File: config.mk
export PLATFORM = sky130hd
export DESIGN_NAME = gpio_irq_ctrl
export DESIGN_NICKNAME = d
export VERILOG_FILES = /design/src/rtl/gpio_irq_pkg.sv /design/src/rtl/gpio_irq_sync.sv /design/src/rtl/gpio_irq_detect.sv /design/src/rtl/gpio_irq_prio.sv /design/src/rtl/gpio_irq_regs.sv /design/src/rtl/gpio_irq_ctrl.sv
export SDC_FILE = /design/constraint.sdc
export NUM_CORES = 1
export LEC_CHECK = 0
export BUFFER_PORTS_ARGS = -buffer_cell sky130_fd_sc_hd__buf_2
export CAP_MARGIN = 20
export CORE_ASPECT_RATIO = 0.9
export CORE_MARGIN = 2
export CORE_UTILIZATION = 50
export DETAILED_ROUTE_END_ITERATION = 6
export PLACE_DENSITY = 0.65
export SETUP_SLACK_MARGIN = 0.4
export SYNTH_ARGS = -nofsm -noshare
export SYNTH_HDL_FRONTEND = slang
export SYNTH_HIERARCHICAL = 1
export SYNTH_SLANG_ARGS = --single-unit
File: constraint.sdc
create_clock -name clk -period 12.76 [get_ports clk]
set_input_delay 0.638 -clock clk [delete_from_list [all_inputs] [get_ports clk]]
set_output_delay 0.638 -clock clk [all_outputs]
set_load 0.005 [all_outputs]
File: src/rtl/gpio_irq_pkg.sv
package gpio_irq_pkg;

  localparam int unsigned BUS_AW = 6;

  // Per-pin detection settings gathered from the register pairs.
  typedef struct packed {
    logic edge_mode;
    logic act_high;
    logic hold;
    logic fall_q;
    logic rise_q;
  } pin_cfg_t;

  typedef enum logic [2:0] {
    RS_NONE,
    RS_STAT,
    RS_EN,
    RS_TYPE,
    RS_LVL,
    RS_HOLD,
    RS_FALL,
    RS_RISE
  } reg_sel_e;

  // Word-group decode: byte address bits [5:2].
  function automatic reg_sel_e decode_group(input logic [3:0] grp);
    reg_sel_e sel;
    case (grp)
      4'd2:    sel = RS_STAT;
      4'd3:    sel = RS_EN;
      4'd4:    sel = RS_TYPE;
      4'd5:    sel = RS_LVL;
      4'd6:    sel = RS_HOLD;
      4'd8:    sel = RS_FALL;
      4'd9:    sel = RS_RISE;
      default: sel = RS_NONE;
    endcase
    return sel;
  endfunction

endpackage

File: src/rtl/gpio_irq_sync.sv
module gpio_irq_sync #(
  parameter int unsigned WIDTH  = 32,
  parameter int unsigned STAGES = 2
) (
  input  logic             clk,
  input  logic             rst_n,
  input  logic [WIDTH-1:0] async_i,
  output logic [WIDTH-1:0] sync_o,
  output logic [WIDTH-1:0] prev_o
);

  localparam int unsigned DEPTH = STAGES + 1;

  logic [WIDTH-1:0] stage_q [DEPTH];
  logic [WIDTH-1:0] stage_d [DEPTH];

  always_comb begin
    stage_d[0] = async_i;
    for (int s = 1; s < DEPTH; s++) begin
      stage_d[s] = stage_q[s-1];
    end
  end

  always_ff @(posedge clk or negedge rst_n) begin
    if (!rst_n) begin
      for (int s = 0; s < DEPTH; s++) begin
        stage_q[s] <= '0;
      end
    end else begin
      for (int s = 0; s < DEPTH; s++) begin
        stage_q[s] <= stage_d[s];
      end
    end
  end

  assign sync_o = stage_q[STAGES-1];
  assign prev_o = stage_q[STAGES];

endmodule

File: src/rtl/gpio_irq_detect.sv
module gpio_irq_detect
  import gpio_irq_pkg::*;
(
  input  logic     clk,
  input  logic     rst_n,
  input  logic     cur_i,
  input  logic     prev_i,
  input  pin_cfg_t cfg_i,
  input  logic     clr_i,
  output logic     status_o
);

  logic status_q;
  logic status_d;
  logic rise_hit;
  logic fall_hit;
  logic edge_hit;
  logic level_on;

  always_comb begin
    rise_hit = cur_i & ~prev_i & cfg_i.rise_q;
    fall_hit = ~cur_i & prev_i & cfg_i.fall_q;
    edge_hit = rise_hit | fall_hit;
    level_on = cfg_i.act_high ? cur_i : ~cur_i;
    if (!cfg_i.edge_mode) begin
      status_d = level_on;
    end else if (cfg_i.hold) begin
      status_d = (status_q & ~clr_i) | edge_hit;
    end else begin
      status_d = edge_hit;
    end
  end

  always_ff @(posedge clk or negedge rst_n) begin
    if (!rst_n) begin
      status_q <= 1'b0;
    end else begin
      status_q <= status_d;
    end
  end

  assign status_o = status_q;

endmodule

File: src/rtl/gpio_irq_prio.sv
module gpio_irq_prio #(
  parameter int unsigned N     = 32,
  parameter int unsigned IDX_W = $clog2(N)
) (
  input  logic [N-1:0]     req_i,
  output logic             valid_o,
  output logic [IDX_W-1:0] idx_o
);

  always_comb begin
    idx_o   = '0;
    valid_o = 1'b0;
    for (int i = N - 1; i >= 0; i--) begin
      if (req_i[i]) begin
        idx_o   = IDX_W'(i);
        valid_o = 1'b1;
      end
    end
  end

endmodule

File: src/rtl/gpio_irq_regs.sv
module gpio_irq_regs
  import gpio_irq_pkg::*;
#(
  parameter int unsigned BANK_W   = 16,
  parameter int unsigned NUM_PINS = 2 * BANK_W
) (
  input  logic                clk,
  input  logic                rst_n,
  input  logic                bus_sel,
  input  logic                bus_wr,
  input  logic [BUS_AW-1:0]   bus_addr,
  input  logic [BANK_W-1:0]   bus_wdata,
  output logic [BANK_W-1:0]   bus_rdata,
  input  logic [NUM_PINS-1:0] status_i,
  output logic [NUM_PINS-1:0] en_o,
  output logic [NUM_PINS-1:0] typ_o,
  output logic [NUM_PINS-1:0] lvl_o,
  output logic [NUM_PINS-1:0] hold_o,
  output logic [NUM_PINS-1:0] fall_o,
  output logic [NUM_PINS-1:0] rise_o,
  output logic [NUM_PINS-1:0] clr_o
);

  reg_sel_e            sel;
  int unsigned         bank_idx;
  logic [NUM_PINS-1:0] wmask;
  logic [NUM_PINS-1:0] wbits;
  logic [NUM_PINS-1:0] rd_vec;

  logic [NUM_PINS-1:0] en_q, typ_q, lvl_q, hold_q, fall_q, rise_q;
  logic [NUM_PINS-1:0] en_d, typ_d, lvl_d, hold_d, fall_d, rise_d;
  logic                en_we, typ_we, lvl_we, hold_we, fall_we, rise_we;

  function automatic logic [NUM_PINS-1:0] merge(input logic [NUM_PINS-1:0] old_v,
                                                input logic [NUM_PINS-1:0] m,
                                                input logic [NUM_PINS-1:0] b);
    return (old_v & ~m) | (b & m);
  endfunction

  always_comb begin
    sel      = RS_NONE;
    if (bus_sel && !bus_addr[0]) begin
      sel = decode_group(bus_addr[BUS_AW-1:2]);
    end
    bank_idx = bus_addr[1] ? 1 : 0;
    wmask    = '0;
    wbits    = '0;
    wmask[bank_idx*BANK_W +: BANK_W] = '1;
    wbits[bank_idx*BANK_W +: BANK_W] = bus_wdata;
  end

  // Clock enables and next values.
  always_comb begin
    en_we   = bus_wr && (sel == RS_EN);
    typ_we  = bus_wr && (sel == RS_TYPE);
    lvl_we  = bus_wr && (sel == RS_LVL);
    hold_we = bus_wr && (sel == RS_HOLD);
    fall_we = bus_wr && (sel == RS_FALL);
    rise_we = bus_wr && (sel == RS_RISE);
    en_d    = merge(en_q, wmask, wbits);
    typ_d   = merge(typ_q, wmask, wbits);
    lvl_d   = merge(lvl_q, wmask, wbits);
    hold_d  = merge(hold_q, wmask, wbits);
    fall_d  = merge(fall_q, wmask, wbits);
    rise_d  = merge(rise_q, wmask, wbits);
    clr_o   = (bus_wr && (sel == RS_STAT)) ? wbits : '0;
  end

  always_ff @(posedge clk or negedge rst_n) begin
    if (!rst_n) begin
      en_q   <= '0;
      typ_q  <= '0;
      lvl_q  <= '0;
      hold_q <= '0;
      fall_q <= '0;
      rise_q <= '0;
    end else begin
      if (en_we)   en_q   <= en_d;
      if (typ_we)  typ_q  <= typ_d;
      if (lvl_we)  lvl_q  <= lvl_d;
      if (hold_we) hold_q <= hold_d;
      if (fall_we) fall_q <= fall_d;
      if (rise_we) rise_q <= rise_d;
    end
  end

  always_comb begin
    case (sel)
      RS_STAT: rd_vec = status_i;
      RS_EN:   rd_vec = en_q;
      RS_TYPE: rd_vec = typ_q;
      RS_LVL:  rd_vec = lvl_q;
      RS_HOLD: rd_vec = hold_q;
      RS_FALL: rd_vec = fall_q;
      RS_RISE: rd_vec = rise_q;
      default: rd_vec = '0;
    endcase
    bus_rdata = (bus_sel && !bus_wr) ? rd_vec[bank_idx*BANK_W +: BANK_W] : '0;
  end

  assign en_o   = en_q;
  assign typ_o  = typ_q;
  assign lvl_o  = lvl_q;
  assign hold_o = hold_q;
  assign fall_o = fall_q;
  assign rise_o = rise_q;

endmodule

File: src/rtl/gpio_irq_ctrl.sv
module gpio_irq_ctrl
  import gpio_irq_pkg::*;
#(
  parameter  int unsigned BANK_W      = 16,
  parameter  int unsigned SYNC_STAGES = 2,
  localparam int unsigned NUM_PINS    = 2 * BANK_W,
  localparam int unsigned PIN_W       = $clog2(NUM_PINS)
) (
  input  logic                clk,
  input  logic                rst_n,
  input  logic [NUM_PINS-1:0] pin_in,
  input  logic                bus_sel,
  input  logic                bus_wr,
  input  logic [BUS_AW-1:0]   bus_addr,
  input  logic [BANK_W-1:0]   bus_wdata,
  output logic [BANK_W-1:0]   bus_rdata,
  output logic                irq,
  output logic                pend_valid,
  output logic [PIN_W-1:0]    pend_pin
);

  logic [1:0]          rst_q;
  logic                rst_int_n;
  logic [NUM_PINS-1:0] pin_cur, pin_prev;
  logic [NUM_PINS-1:0] status_q;
  logic [NUM_PINS-1:0] en_q, typ_w, lvl_w, hold_w, fall_w, rise_w, clr_w;
  logic [NUM_PINS-1:0] pend_req;
  pin_cfg_t            cfg_q [NUM_PINS];

  // Asynchronous assertion, synchronous release.
  always_ff @(posedge clk or negedge rst_n) begin
    if (!rst_n) begin
      rst_q <= 2'b00;
    end else begin
      rst_q <= {rst_q[0], 1'b1};
    end
  end
  assign rst_int_n = rst_q[1];

  gpio_irq_sync #(.WIDTH(NUM_PINS), .STAGES(SYNC_STAGES)) sync_i (
    .clk     (clk),
    .rst_n   (rst_int_n),
    .async_i (pin_in),
    .sync_o  (pin_cur),
    .prev_o  (pin_prev)
  );

  gpio_irq_regs #(.BANK_W(BANK_W), .NUM_PINS(NUM_PINS)) regs_i (
    .clk       (clk),
    .rst_n     (rst_int_n),
    .bus_sel   (bus_sel),
    .bus_wr    (bus_wr),
    .bus_addr  (bus_addr),
    .bus_wdata (bus_wdata),
    .bus_rdata (bus_rdata),
    .status_i  (status_q),
    .en_o      (en_q),
    .typ_o     (typ_w),
    .lvl_o     (lvl_w),
    .hold_o    (hold_w),
    .fall_o    (fall_w),
    .rise_o    (rise_w),
    .clr_o     (clr_w)
  );

  for (genvar p = 0; p < NUM_PINS; p++) begin : g_pin
    assign cfg_q[p] = '{edge_mode: typ_w[p], act_high: lvl_w[p], hold: hold_w[p],
                        fall_q: fall_w[p], rise_q: rise_w[p]};
    gpio_irq_detect det_i (
      .clk      (clk),
      .rst_n    (rst_int_n),
      .cur_i    (pin_cur[p]),
      .prev_i   (pin_prev[p]),
      .cfg_i    (cfg_q[p]),
      .clr_i    (clr_w[p]),
      .status_o (status_q[p])
    );
  end

  assign pend_req = status_q & en_q;
  assign irq      = |pend_req;

  gpio_irq_prio #(.N(NUM_PINS), .IDX_W(PIN_W)) prio_i (
    .req_i   (pend_req),
    .valid_o (pend_valid),
    .idx_o   (pend_pin)
  );

endmodule

==> summary.txt <==
Setup path
  • Critical Path RT: between 10 and 15 ns
  • CP max stage cell: buf_4
  • Arrival time worst endpoint: 3.57 ns
  • Crit Reg-Reg Startpoint: rst_q[1]
  • Critical-path cell list: buf_2, buf_4, nand4bb_1, buf_4, nor2_1, a22o_1, a2111oi_0, nor3_1, buf_2
  • CP max FO: 31
  • FF-to-FF End: sync_i/stage_d[57]
  • CP Launch Type: input port
  • FF-to-FF setup slack: 10.28 ns
  • CP max stage delay: around 0.60 ns
  • R2r worst-path depth: 2
  • Crit. End Element: primary output
  • Crit. Startpoint: bus_addr[3]
  • CP Class: in -> out

Power and ir drop
  • Cell Int Power: approximately 1.9 mW
  • Power Total: 2.54 mW
  • Combinational power share: between 10% and 20%
  • Power density over the cells: roughly 150 nW/um^2
  • Seq pwr share: a little under half
  • Switching Share: 24.7%
  • LEAKAGE: 7.81 nW
  • Peak VDD IR: ~0.1 mV
  • Sw Pwr: 0.629 mW
  • Clock Power Share: 43.7%

Detailed routing
  • Drt drc: 0
  • Via density: just over 6
  • DRT iter0 DRCs: 860
  • Drt first pass iters: 5
  • Vias: between 10000 and 15000
  • DR WL/cell: about 23 um
  • Final WL: about 40000 um
  • Antenna Nets Post-Route: 0

Global route
  • First-pass GRT wire length: 62400 um
  • Antenna violations before repair: 0
  • Global route overflow: 0
  • Largest net degree at the start of global routing: 78
  • Gr usage total: around 25%
  • Vias in the first global route: about 10000

Worst hold path
  • Min-Delay Path Depth: 1
  • HP Start: pin_in[19]
  • Worst min path class: in -> reg
  • Hold Path Sink: sync_i/stage_d[51]

Yosys
  • Synth warn: 6
  • Net Count, Synth: 1324
  • Cell taking the most area after synthesis: dfrtp_1
  • Netlist cell types: 62
  • Syn avg cell area: about 12 um^2
  • Sequential fraction of the synthesis area: 52.8%
  • Top post-synthesis cells by area: dfrtp_1, mux2_2, mux2i_1
  • Post-synth EDFFs: 0
  • FFs w/ async S/R, synth: between 90% and 100%
  • Seq cells post-synth: about 320
  • Post-Syn Area: between 15000 and 20000 um^2
  • Post-synth top area share: between 50% and 60%
  • Main synth FF type: dfrtp_1
  • Gate count after technology mapping: 1266

STA
  • Fin. Hold Viols: 0
  • Finish-stage setup viols: 0
  • Tcrit/Tclk final: 33.0%
  • Min cycle time layout: between 4 and 5 ns
  • Final Skew: 0.0130 ns
  • Final setup TNS: 0 ns
  • Fmax: 0.237 GHz
  • Least-Margin Pin Slew: 1.15 ns
  • Slew headroom: 23.5%
  • Slew Viols, Final: 0
  • RSZ-0062 raised after global routing: no

Clocking
  • Longest Clk Path Bufs: 3
  • Clock root buffer: clkbuf_16
  • Htree depth: 2
  • Post-CTS Setup Repair Bufs: 0
  • CTS Buf Count: 35
  • CTS tree: yes
  • CTS resizes: 0
  • Worst-Skew Late Latency: ~0.52 ns
  • Clk pin slew, worst setup/hold paths: ~0.060 ns
  • Clock sink count: about 320

Final layout
  • Final instance area: 17000 um^2
  • Final cell count without fillers: between 1500 and 2000
  • ANT cells: 0
  • Area Overhead vs Synth: 11.3%
  • Final net count: roughly 1400
  • Core Util, Final: between 50% and 60%
  • Share of layout cells above drive strength 1: around 27%

Placement
  • # port buffers: 80
  • DP Cell Count: between 1500 and 2000
  • Placed cell area: between 15000 and 20000 um^2
  • HPWL after DPL: 25400 um
  • Routability cong.: between 0.8 and 0.9

Status
  • Run status: complete, no violations

Die
  • Cell Rows: 60
  • Area of the die: 32000 um^2
  • Initial core utilization: about half
  • Core area: around 30000 um^2
  • Die Y: 170 um
  • Die width: approximately 190 um
  • Number of top-level pins: 81

Job
  • Max-cap violations: 0
[synth_stat cells, drive strengths merged (3+ instances only)]
library cell,count
or4,11
a21o,32
nor3b,3
o311ai,3
or2,5
inv,7
dfrtp,322
a211oi,23
or3,32
nand2,77
nor3,15
o211ai,32
o21ai,44
and3,21
o22ai,23
clkbuf,28
a2111oi,18
a21oi,12
nor4,7
nand3b,37
a22oi,30
nand4b,32
nor2b,5
nor2,47
mux2,192
mux2i,58
and2,51
buf,71
nand3,3
a221oi,3
[repair_timing]
item                                   in CTS  in global routing
setup endpoints to repair                   0                  0
hold buffers                                1                  0
endpoints found under the hold margin       2                  0
[stage by stage]
stage / hold WS (ns) / setup WS [ns]
final: 0.217 / 8.55
after global routing: 0.199 / 8.44
after global placement: 0.331 / 8.77
after floorplan: 0.331 / 3.12
after detailed placement: 0.335 / 8.69
after CTS: 0.205 / 8.68
[metal layers]
layer	routed length, um	up-vias	track usage, %
li1	-	4732	-
met1	18500	5390	37.5
met2	17600	375	38.5
met3	2630	67	4.36
met4	949	0	7.22
met5	0	-	0
[worst max-delay path: cells and delay by family]
kind                   cells  cell delay, ns
buffers and inverters      4            1.56
AND/OR/NAND/NOR            3            0.68
AO/OA/AOI/OAI              2            0.67
[worst max-delay path by stage]
stage                                   end  slack (ns)  cells past startpoint
finish                         bus_rdata[1]        8.55                      9
global route                   bus_rdata[1]        8.44                      9
CTS                            bus_rdata[1]        8.68                      9
detailed placement             bus_rdata[1]        8.69                      9
global placement               bus_rdata[5]        8.77                      8
floorplan           g_pin[0].det_i/status_o        3.12                      0
[power by group through the flow]
stage               logic [mW]  registers (mW)  clock network, mW
floorplan                0.174            1.18                  0
global placement         0.246            1.19                  0
detailed placement       0.251            1.19                  0
CTS                      0.252            1.18               1.13
global route             0.277            1.19               1.18
finish                   0.254            1.18               1.11
[cell families (layout without fill, tap and decap cells)]
kind of cell	after synthesis	in the layout	synth area share, %
buf+inv	106	167	4.11
simple gates	355	355	14.4
other cells	1	1	0.0246
compound gates	232	232	10.6
mux	250	250	18.2
flops	322	322	52.8
[area by class of cell]
| cell class | instances | area [um^2] |
|---|---|---|
| clock buffers | 44 | 960 |
| clock inverters | 17 | 302 |
| fillers | 2488 | 12900 |
| inverters | 7 | 26.3 |
| multi-input cells | 838 | 6610 |
| flip-flops and latches | 322 | 8060 |
| well taps | 403 | 504 |
| repair buffers | 99 | 546 |
[layout by cell type (no fill, tap or decap), types with 32 or more instances in the layout]
master,instances
a21o_1,32
and2_1,49
buf_2,80
clkbuf_16,35
dfrtp_1,321
mux2_2,167
mux2i_1,58
nand2_1,73
nand3b_1,37
nand4b_1,32
nor2_1,45
o211ai_1,32
o21ai_0,43
or3_1,32
Power figures use the tool's default switching activity.
